<file path="src/rtl/f2l_pkg.sv">
package f2l_pkg;

    localparam int OCTET_W     = 8;
    localparam int WORD_OCTETS = 4;
    localparam int WORD_W      = OCTET_W * WORD_OCTETS;

    typedef enum logic [0:0] {
        ST_IDLE   = 1'b0,
        ST_STREAM = 1'b1
    } f2l_state_e;

    // Four consecutive frame octets packed with the oldest at the top byte.
    function automatic logic [WORD_W-1:0] pack_big_endian(
        input logic [OCTET_W-1:0] oldest,
        input logic [OCTET_W-1:0] second,
        input logic [OCTET_W-1:0] third,
        input logic [OCTET_W-1:0] newest
    );
        return {oldest, second, third, newest};
    endfunction

endpackage

</file>
<file path="src/rtl/f2l_swizzle.sv">
module f2l_swizzle
    import f2l_pkg::*;
#(
    parameter int LANES        = 2,
    parameter int FRAME_OCTETS = 8
) (
    input  logic [LANES*FRAME_OCTETS*OCTET_W-1:0]                 frame_i,
    output logic [(FRAME_OCTETS/WORD_OCTETS)*LANES*WORD_W-1:0]    words_o
);

    localparam int WORDS   = FRAME_OCTETS / WORD_OCTETS;
    localparam int LANE_W  = FRAME_OCTETS * OCTET_W;
    localparam int STRIPE  = LANES * WORD_W;

    // Word k of the frame forms stripe k; inside a stripe lane i is slot i.
    for (genvar k = 0; k < WORDS; k++) begin : g_word
        for (genvar i = 0; i < LANES; i++) begin : g_lane
            localparam int BASE = i * LANE_W + k * WORD_OCTETS * OCTET_W;
            assign words_o[k*STRIPE + i*WORD_W +: WORD_W] = pack_big_endian(
                frame_i[BASE + 0*OCTET_W +: OCTET_W],
                frame_i[BASE + 1*OCTET_W +: OCTET_W],
                frame_i[BASE + 2*OCTET_W +: OCTET_W],
                frame_i[BASE + 3*OCTET_W +: OCTET_W]
            );
        end
    end

endmodule

</file>
<file path="src/rtl/f2l_ctrl.sv">
module f2l_ctrl
    import f2l_pkg::*;
#(
    parameter int WORDS = 2,
    localparam int CW   = (WORDS > 1) ? $clog2(WORDS) : 1
) (
    input  logic          clk,
    input  logic          rst_n,
    input  logic          in_valid_i,
    output logic          in_ready_o,
    output logic          load_o,
    output logic          valid_o,
    output logic          sof_o,
    output logic [CW-1:0] idx_o
);

    localparam logic [CW-1:0] IDX_LAST = CW'(WORDS - 1);

    f2l_state_e    state_q, state_d;
    logic [CW-1:0] idx_q,   idx_d;
    logic          at_last;
    logic          accept;

    assign at_last = (idx_q == IDX_LAST);
    assign accept  = in_valid_i && in_ready_o;

    // State register
    always_ff @(posedge clk or negedge rst_n) begin
        if (!rst_n) begin
            state_q <= ST_IDLE;
            idx_q   <= '0;
        end else begin
            state_q <= state_d;
            idx_q   <= idx_d;
        end
    end

    // Transitions: T_START, T_ADVANCE, T_CHAIN, T_DRAIN
    always_comb begin
        state_d = state_q;
        idx_d   = idx_q;
        unique case (state_q)
            ST_IDLE: begin
                if (accept) begin          // T_START
                    state_d = ST_STREAM;
                    idx_d   = '0;
                end
            end
            ST_STREAM: begin
                if (!at_last) begin        // T_ADVANCE
                    idx_d = idx_q + 1'b1;
                end else if (accept) begin // T_CHAIN
                    state_d = ST_STREAM;
                    idx_d   = '0;
                end else begin             // T_DRAIN
                    state_d = ST_IDLE;
                    idx_d   = '0;
                end
            end
            default: begin
                state_d = ST_IDLE;
                idx_d   = '0;
            end
        endcase
    end

    // Outputs
    always_comb begin
        in_ready_o = 1'b0;
        valid_o    = 1'b0;
        sof_o      = 1'b0;
        unique case (state_q)
            ST_IDLE: begin
                in_ready_o = 1'b1;
            end
            ST_STREAM: begin
                in_ready_o = at_last;
                valid_o    = 1'b1;
                sof_o      = (idx_q == '0);
            end
            default: begin
                in_ready_o = 1'b0;
            end
        endcase
    end

    assign load_o = accept;
    assign idx_o  = idx_q;

endmodule

</file>
<file path="src/rtl/f2l_wordsel.sv">
module f2l_wordsel
    import f2l_pkg::*;
#(
    parameter int LANES = 2,
    parameter int WORDS = 2,
    localparam int CW   = (WORDS > 1) ? $clog2(WORDS) : 1
) (
    input  logic                          clk,
    input  logic                          rst_n,
    input  logic                          load_i,
    input  logic [WORDS*LANES*WORD_W-1:0] words_i,
    input  logic [CW-1:0]                 idx_i,
    output logic [LANES*WORD_W-1:0]       word_o
);

    localparam int STRIPE = LANES * WORD_W;

    logic [WORDS*STRIPE-1:0] hold_q;
    logic [STRIPE-1:0]       stripe [WORDS];

    always_ff @(posedge clk or negedge rst_n) begin
        if (!rst_n) begin
            hold_q <= '0;
        end else if (load_i) begin
            hold_q <= words_i;
        end
    end

    for (genvar k = 0; k < WORDS; k++) begin : g_stripe
        assign stripe[k] = hold_q[k*STRIPE +: STRIPE];
    end

    always_comb begin
        word_o = '0;
        for (int k = 0; k < WORDS; k++) begin
            if (idx_i == CW'(k)) begin
                word_o = stripe[k];
            end
        end
    end

endmodule

</file>
<file path="src/rtl/f2l_octet_adaptor.sv">
module f2l_octet_adaptor
    import f2l_pkg::*;
#(
    parameter int LANES        = 2,
    parameter int FRAME_OCTETS = 8
) (
    input  logic                                clk,
    input  logic                                rst_n,
    input  logic                                frame_valid,
    output logic                                frame_ready,
    input  logic [LANES*FRAME_OCTETS*8-1:0]     frame_data,
    output logic                                link_valid,
    output logic                                link_sof,
    output logic [LANES*32-1:0]                 link_data
);

    localparam int WORDS = FRAME_OCTETS / WORD_OCTETS;
    localparam int CW    = (WORDS > 1) ? $clog2(WORDS) : 1;

    if ((FRAME_OCTETS < WORD_OCTETS) || (FRAME_OCTETS % WORD_OCTETS != 0)) begin : g_bad_frame
        $error("FRAME_OCTETS must be a positive multiple of 4");
    end

    logic [WORDS*LANES*WORD_W-1:0] swizzled;
    logic                          load;
    logic [CW-1:0]                 idx;

    f2l_swizzle #(
        .LANES        (LANES),
        .FRAME_OCTETS (FRAME_OCTETS)
    ) u_swizzle (
        .frame_i (frame_data),
        .words_o (swizzled)
    );

    f2l_ctrl #(
        .WORDS (WORDS)
    ) u_ctrl (
        .clk        (clk),
        .rst_n      (rst_n),
        .in_valid_i (frame_valid),
        .in_ready_o (frame_ready),
        .load_o     (load),
        .valid_o    (link_valid),
        .sof_o      (link_sof),
        .idx_o      (idx)
    );

    f2l_wordsel #(
        .LANES (LANES),
        .WORDS (WORDS)
    ) u_wordsel (
        .clk     (clk),
        .rst_n   (rst_n),
        .load_i  (load),
        .words_i (swizzled),
        .idx_i   (idx),
        .word_o  (link_data)
    );

endmodule

</file>
<file path="config.mk">
export PLATFORM = sky130hd
export DESIGN_NAME = f2l_octet_adaptor
export DESIGN_NICKNAME = d
export VERILOG_FILES = /design/src/rtl/f2l_pkg.sv /design/src/rtl/f2l_swizzle.sv /design/src/rtl/f2l_ctrl.sv /design/src/rtl/f2l_wordsel.sv /design/src/rtl/f2l_octet_adaptor.sv
export SDC_FILE = /design/constraint.sdc
export NUM_CORES = 1
export LEC_CHECK = 0
export BUFFER_PORTS_ARGS = -buffer_cell sky130_fd_sc_hd__buf_2
export CORE_AREA = 2 2 177 135
export CTS_CLUSTER_DIAMETER = 150
export CTS_CLUSTER_SIZE = 24
export DETAILED_ROUTE_END_ITERATION = 7
export DIE_AREA = 0 0 179 137
export GPL_TIMING_DRIVEN = 1
export HOLD_SLACK_MARGIN = 0.02
export MAX_ROUTING_LAYER = met4
export SYNTH_ARGS = -nofsm -noshare
export SYNTH_HDL_FRONTEND = slang
export SYNTH_SLANG_ARGS = --single-unit
</file>
<file path="constraint.sdc">
create_clock -name clk -period 1.9 [get_ports clk]
set_clock_uncertainty 0.15 [all_clocks]
set_input_delay 0.095 -clock clk [delete_from_list [all_inputs] [get_ports clk]]
set_output_delay 0.095 -clock clk [all_outputs]
set_load 0.1 [all_outputs]
</file>
==> results of run 1 <==
-- per-layer routing --
metal / routed length (um) / vias to the layer above / GRT usage, %
li1: - / 1964 / -
met1: 7590 / 2088 / 16.1
met2: 7840 / 143 / 20.3
met3: 1010 / 14 / 3.92
met4: 163 / 0 / 4.11
met5: 0 / - / -
-- state kept, by name, indices dropped and copies added, names as in the netlist --
signal,cells
u_ctrl.idx_o,1
u_ctrl.state_q,1
u_wordsel.hold_q,128
-- synth_stat cells --
cell type and number:
sky130_fd_sc_hd__nand2b_1 1, sky130_fd_sc_hd__mux2_1 103, sky130_fd_sc_hd__nand2_1 3, sky130_fd_sc_hd__nor2_1 1, sky130_fd_sc_hd__buf_6 10, sky130_fd_sc_hd__inv_1 1, sky130_fd_sc_hd__buf_4 4, sky130_fd_sc_hd__dfrtp_1 130
sky130_fd_sc_hd__nand2b_4 1, sky130_fd_sc_hd__mux2_2 89, sky130_fd_sc_hd__buf_2 7
-- layout make-up --
class / count / share of cell area [%]
clock inverter: 8 / 1.29
timing repair buffer: 353 / 32.7
tap: 300 / 3.84
sequential: 130 / 33.4
inverter: 1 / 0.0384
multi-input combinational: 199 / 23.8
clock buffer: 24 / 4.93
-- stage by stage --
| stage | std cells | hold slack (ns) | setup TNS (ns) | setup WS [ns] |
|---|---|---|---|---|
| after floorplan | 350 | -0.351 | -1.45 | -0.0146 |
| after global placement | 844 | -0.0463 | 0 | 0.188 |
| after detailed placement | 844 | -0.0415 | 0 | 0.160 |
| after CTS | 1006 | 0.0499 | -1.64 | -0.0632 |
| after global routing | 1015 | 0.103 | -11.29 | -0.108 |
| final | 1015 | 0.0513 | -1.82 | -0.0573 |
-- logic make-up (layout without fill, tap and decap cells) --
logic type             count (synthesis)  count (layout)  synth area share [%]
flip-flops                           130             130                  57.8
AND/OR/NAND/NOR                        6               7                 0.622
multiplexers                         192             192                  38.4
buffers and inverters                 22             386                  3.22
-- worst max-delay path, cell delays in order, from the launching register on --
cell                        delay [ns]
sky130_fd_sc_hd__dfrtp_4          0.48
sky130_fd_sc_hd__buf_6            0.14
sky130_fd_sc_hd__clkbuf_16        0.17
sky130_fd_sc_hd__mux2_4           0.32
sky130_fd_sc_hd__buf_12           0.17
-- path summary, 6_finish.rpt --
check | startpoint | endpoint | slack [ns]
worst min-delay path | rst_n | u_wordsel.hold_q[64] | 0.05
worst max register to register | u_ctrl.idx_o | u_wordsel.hold_q[64] | -0.02
min in group clk | frame_data[91] | u_wordsel.hold_q[35] | 0.28
worst max-delay path | u_ctrl.idx_o | link_data[52] | -0.06
worst min register to register | u_wordsel.hold_q[23] | u_wordsel.hold_q[23] | 0.34
max in group asynchronous | rst_n | u_wordsel.hold_q[42] | 0.96
-- repair_timing --
item / CTS / global route
resized for setup: 120 / 63
setup endpoints to repair: 64 / 64
hold endpoints to repair: 260 / 0
cloned: 0 / 6
buffers inserted: 0 / 3
pin swaps: 0 / 1
hold buffers: 130 / 0
==> metrics.txt, run 1 <==
clock latency on the worst-skew pair=0.41 ns; CP startpoint kind=register; post-detailed-route via-to-cell ratio=4.15; worst slew margin relative to its limit=64.3%; # setup viols final=78; Hold Violations, Final=0; type of the worst min-delay path=in2async; post-route cell area=9770 sq um; Die Span X=179 um; dominant cell type by area after synthesis=sky130_fd_sc_hd__dfrtp_1; number of cells produced by synthesis=350; share of the clock period used by the worst path after layout=103%; layout cells sized above 1=51.7%; H-Tree Level Count=4; Synth top area share=57.8%; outcome=finished with violations; first-pass GRT wire length=23600 um; remaining design rule violation count=0; Worst setup EP type=primary output; Critical Path AT=1.71 ns; number of global-route vias before repair=4630; drt first-iter violations=195; Fmax achieved=0.511 GHz; CTS tree=yes; Avg Synthesized Cell Area=16.1 sq um; post-place instance area=7120 sq um; worst reg-to-reg path cell count=5; Yosys reg bits=130; area of the die=24500 sq um; average wire per cell in the routed design=16.4 um; kind of critical path=reg2out; row cnt=48; layout overhead on the synthesized area=73.5%; global-route usage over all layers=13.0%; number of distinct library cell variants in the gate-level netlist after synthesis=11; clock input transition at the sequential cells of the worst setup and hold paths=0.06 ns; maximum fanout encountered on the critical timing path=8; Initial Utilization=24.7%; CTS sink count=130; antenna violations before repair=0; clock root buffer=sky130_fd_sc_hd__clkbuf_16; number of detailed-route iterations in the first pass=4; measured slew at the worst slew-check pin=0.535 ns; Port Buf Inserts=197; Final Core Density=42.9%; top cells by area, synth=sky130_fd_sc_hd__dfrtp_1 (58%), sky130_fd_sc_hd__mux2_1 (21%), sky130_fd_sc_hd__mux2_2 (18%), sky130_fd_sc_hd__buf_6 (2.0%), sky130_fd_sc_hd__buf_2 (0.62%); post-synthesis net count=481; post-route minimum period=1.96 ns; failing checks=negative setup slack; floorplan core area=22800 sq um; fill cell instance count of the final layout=2022; setup repair after global routing missed its margin=yes; antenna violation net count after detailed routing=0; largest net degree at the start of global routing=36; Ports=198; Clock Tree Buf Depth=2; part of the Yosys area used for sequential elements=57.8%; diodes inserted=0; final setup slack of the worst path=-0.0573 ns; Synth warnings=0; number of buffers added by the clock tree synthesis step=17; post-synthesis instance area=5630 sq um; height of the chip=137 um; number of nets in the layout=833; sequential cell area in the final layout=3260 sq um; final HPWL from detailed placement=9380 um; weighted congestion reported at the end of routability-driven placement=0.726; required time of the critical path=1.65 ns; global route total overflow=0; max-slew violation count=0; most frequent cells in the layout=sky130_fd_sc_hd__dlygate4sd3_1 (130), sky130_fd_sc_hd__buf_2 (130), sky130_fd_sc_hd__dfrtp_1 (128), sky130_fd_sc_hd__mux2_2 (87), sky130_fd_sc_hd__mux2_1 (78); via count of the routed design=4209; wire length after detailed routing=16600 um; area taken by multi-input logic gates=2330 sq um; max-cap violations=0
Power of run 1 is left out: the tool's default activity adds up to more than one toggle a clock period on the data nets, which glitch-free logic cannot reach.
==> run 2: changes to the inputs <==
Settings changed: REMOVE_ABC_BUFFERS from default to 1.
==> metrics.txt, run 2 (same netlist as run 1, synthesis figures left out) <==
outcome=finished with violations; failing checks=negative setup slack; antenna violations before repair=0 (unchanged); clock root buffer=sky130_fd_sc_hd__clkbuf_16; post-detailed-route via-to-cell ratio=4.17 (+0.61%); max-slew violation count=0 (unchanged); Initial Utilization=24.7% (unchanged); clock latency on the worst-skew pair=0.41 ns (about the same); Hold Violations, Final=0 (unchanged); first-pass GRT wire length=24200 um (+2.5%); worst slew margin relative to its limit=65.3% (+1.0 points); number of detailed-route iterations in the first pass=4 (unchanged); number of buffers added by the clock tree synthesis step=17 (unchanged); diodes inserted=0 (unchanged); drt first-iter violations=130 (-33%); setup repair after global routing missed its margin=yes; CP startpoint kind=register; max FFs per register=128 (unchanged); number of global-route vias before repair=4682 (+1.1%); worst reg-to-reg setup slack=0.16 ns (+0.18 ns); CTS tree=yes; most frequent standard cell in the layout excluding fill and tap cells=sky130_fd_sc_hd__buf_2; fill cell instance count of the final layout=1982 (-2.0%); Final Core Density=44.9% (+2.0 points); Fmax achieved=0.515 GHz (+0.82%); kind of critical path=reg2out; required time of the critical path=1.65 ns (about the same); max-cap violations=0 (unchanged); share of the clock period used by the worst path after layout=102% (-0.84 points); Clock Tree Buf Depth=2 (unchanged); clock input transition at the sequential cells of the worst setup and hold paths=0.06 ns (about the same); final HPWL from detailed placement=8770 um (-6.6%); Die Span X=179 um (unchanged); average wire per cell in the routed design=17.2 um (+4.9%); most frequent cells in the layout=sky130_fd_sc_hd__buf_2 (131), sky130_fd_sc_hd__dlygate4sd3_1 (130), sky130_fd_sc_hd__dfrtp_1 (129), sky130_fd_sc_hd__mux2_1 (103), sky130_fd_sc_hd__buf_12 (63); worst reg-to-reg path cell count=4 (-1); Worst setup EP type=primary output; Worst R2R End=u_wordsel.hold_q[77]; remaining design rule violation count=0 (unchanged); CTS sink count=130 (unchanged); number of nets in the layout=829 (-0.48%); Critical Path AT=1.70 ns (about the same); antenna violation net count after detailed routing=0 (unchanged); global route total overflow=0 (unchanged); measured slew at the worst slew-check pin=0.520 ns (-0.0155 ns); H-Tree Level Count=4 (unchanged); layout overhead on the synthesized area=81.6%; Port Buf Inserts=197 (unchanged); # setup viols final=52 (-33%); layout cells sized above 1=47.9% (-3.9 points); source of the worst register-to-register timing path=u_ctrl.idx_o; weighted congestion reported at the end of routability-driven placement=0.693 (-4.4%); largest register by flop count=u_wordsel.hold_q; floorplan core area=22800 sq um (unchanged); height of the chip=137 um (unchanged); wire length after detailed routing=17300 um (+4.3%); via count of the routed design=4214 (+0.12%); maximum fanout encountered on the critical timing path=6 (-2); global-route usage over all layers=13.6% (+0.68 points); row cnt=48 (unchanged); final setup slack of the worst path=-0.0413 ns (+0.0160 ns); post-route minimum period=1.94 ns (-0.0160 ns); area of the die=24500 sq um (unchanged); type of the worst min-delay path=in2async; largest net degree at the start of global routing=52 (+44%); Ports=198 (unchanged)
[run 2: worst max-delay path by stage]
stage,startpoint,to,slack (ns),depth (start not counted)
after floorplan,u_ctrl.idx_o,u_wordsel.hold_q[0],-3.97,3
after global placement,u_ctrl.idx_o,u_wordsel.hold_q[106],0.23,4
after detailed placement,u_ctrl.idx_o,u_wordsel.hold_q[97],0.20,4
after CTS,u_ctrl.idx_o,link_data[19],-0.07,4
after global routing,u_ctrl.idx_o,link_data[39],-0.09,4
final,u_ctrl.idx_o,link_data[25],-0.04,4
[run 2: through the flow]
stage / setup WS, ns / std cells / hold slack [ns] / cell area (sq um) / TNS [ns]
detailed placement: 0.203 / 837 / -0.0361 / 7000 / 0
global route: -0.0931 / 1010 / 0.0833 / 10200 / -4.43
finish: -0.0413 / 1010 / 0.0550 / 10200 / -0.841
CTS: -0.0693 / 1005 / 0.0487 / 9530 / -3.00
global placement: 0.228 / 837 / -0.0366 / 7000 / 0
floorplan: -3.97 / 329 / -0.351 / 5450 / -553.27
[run 2: layout make-up]
class                           instances  area [sq um]  share of cell area, %
Multi-Input combinational cell        198          2410                   23.5
Timing Repair Buffer                  350          3640                   35.6
Tap cell                              300           375                   3.67
Inverter                                1          3.75                 0.0367
Clock buffer                           20           437                   4.27
Clock inverter                         11           115                   1.13
Sequential cell                       130          3250                   31.8
[run 2: per-layer routing]
| layer | track usage (%) | up-vias | wire length [um] |
|---|---|---|---|
| met5 | - | - | 0 |
| met4 | 5.15 | 0 | 265 |
| met3 | 5.06 | 23 | 1100 |
| met2 | 21.5 | 143 | 8200 |
| met1 | 15.9 | 2102 | 7760 |
| li1 | - | 1946 | - |
[run 2: timing repair]
action                                 4_1_cts  5_1_grt
resized for setup                          165      137
buffers inserted                             3        0
endpoints found under the hold margin      260        0
setup endpoints to repair                   64       64
gates cloned                                 4        5
hold buffers                               130        0
[run 2: worst max-delay path, cell delays in order (launching register included)]
cell and delay [ns]:
sky130_fd_sc_hd__dfrtp_2 0.44, sky130_fd_sc_hd__buf_12 0.16, sky130_fd_sc_hd__clkbuf_16 0.18, sky130_fd_sc_hd__mux2_4 0.32, sky130_fd_sc_hd__buf_12 0.17
Power of run 2 is left out for the same reason.
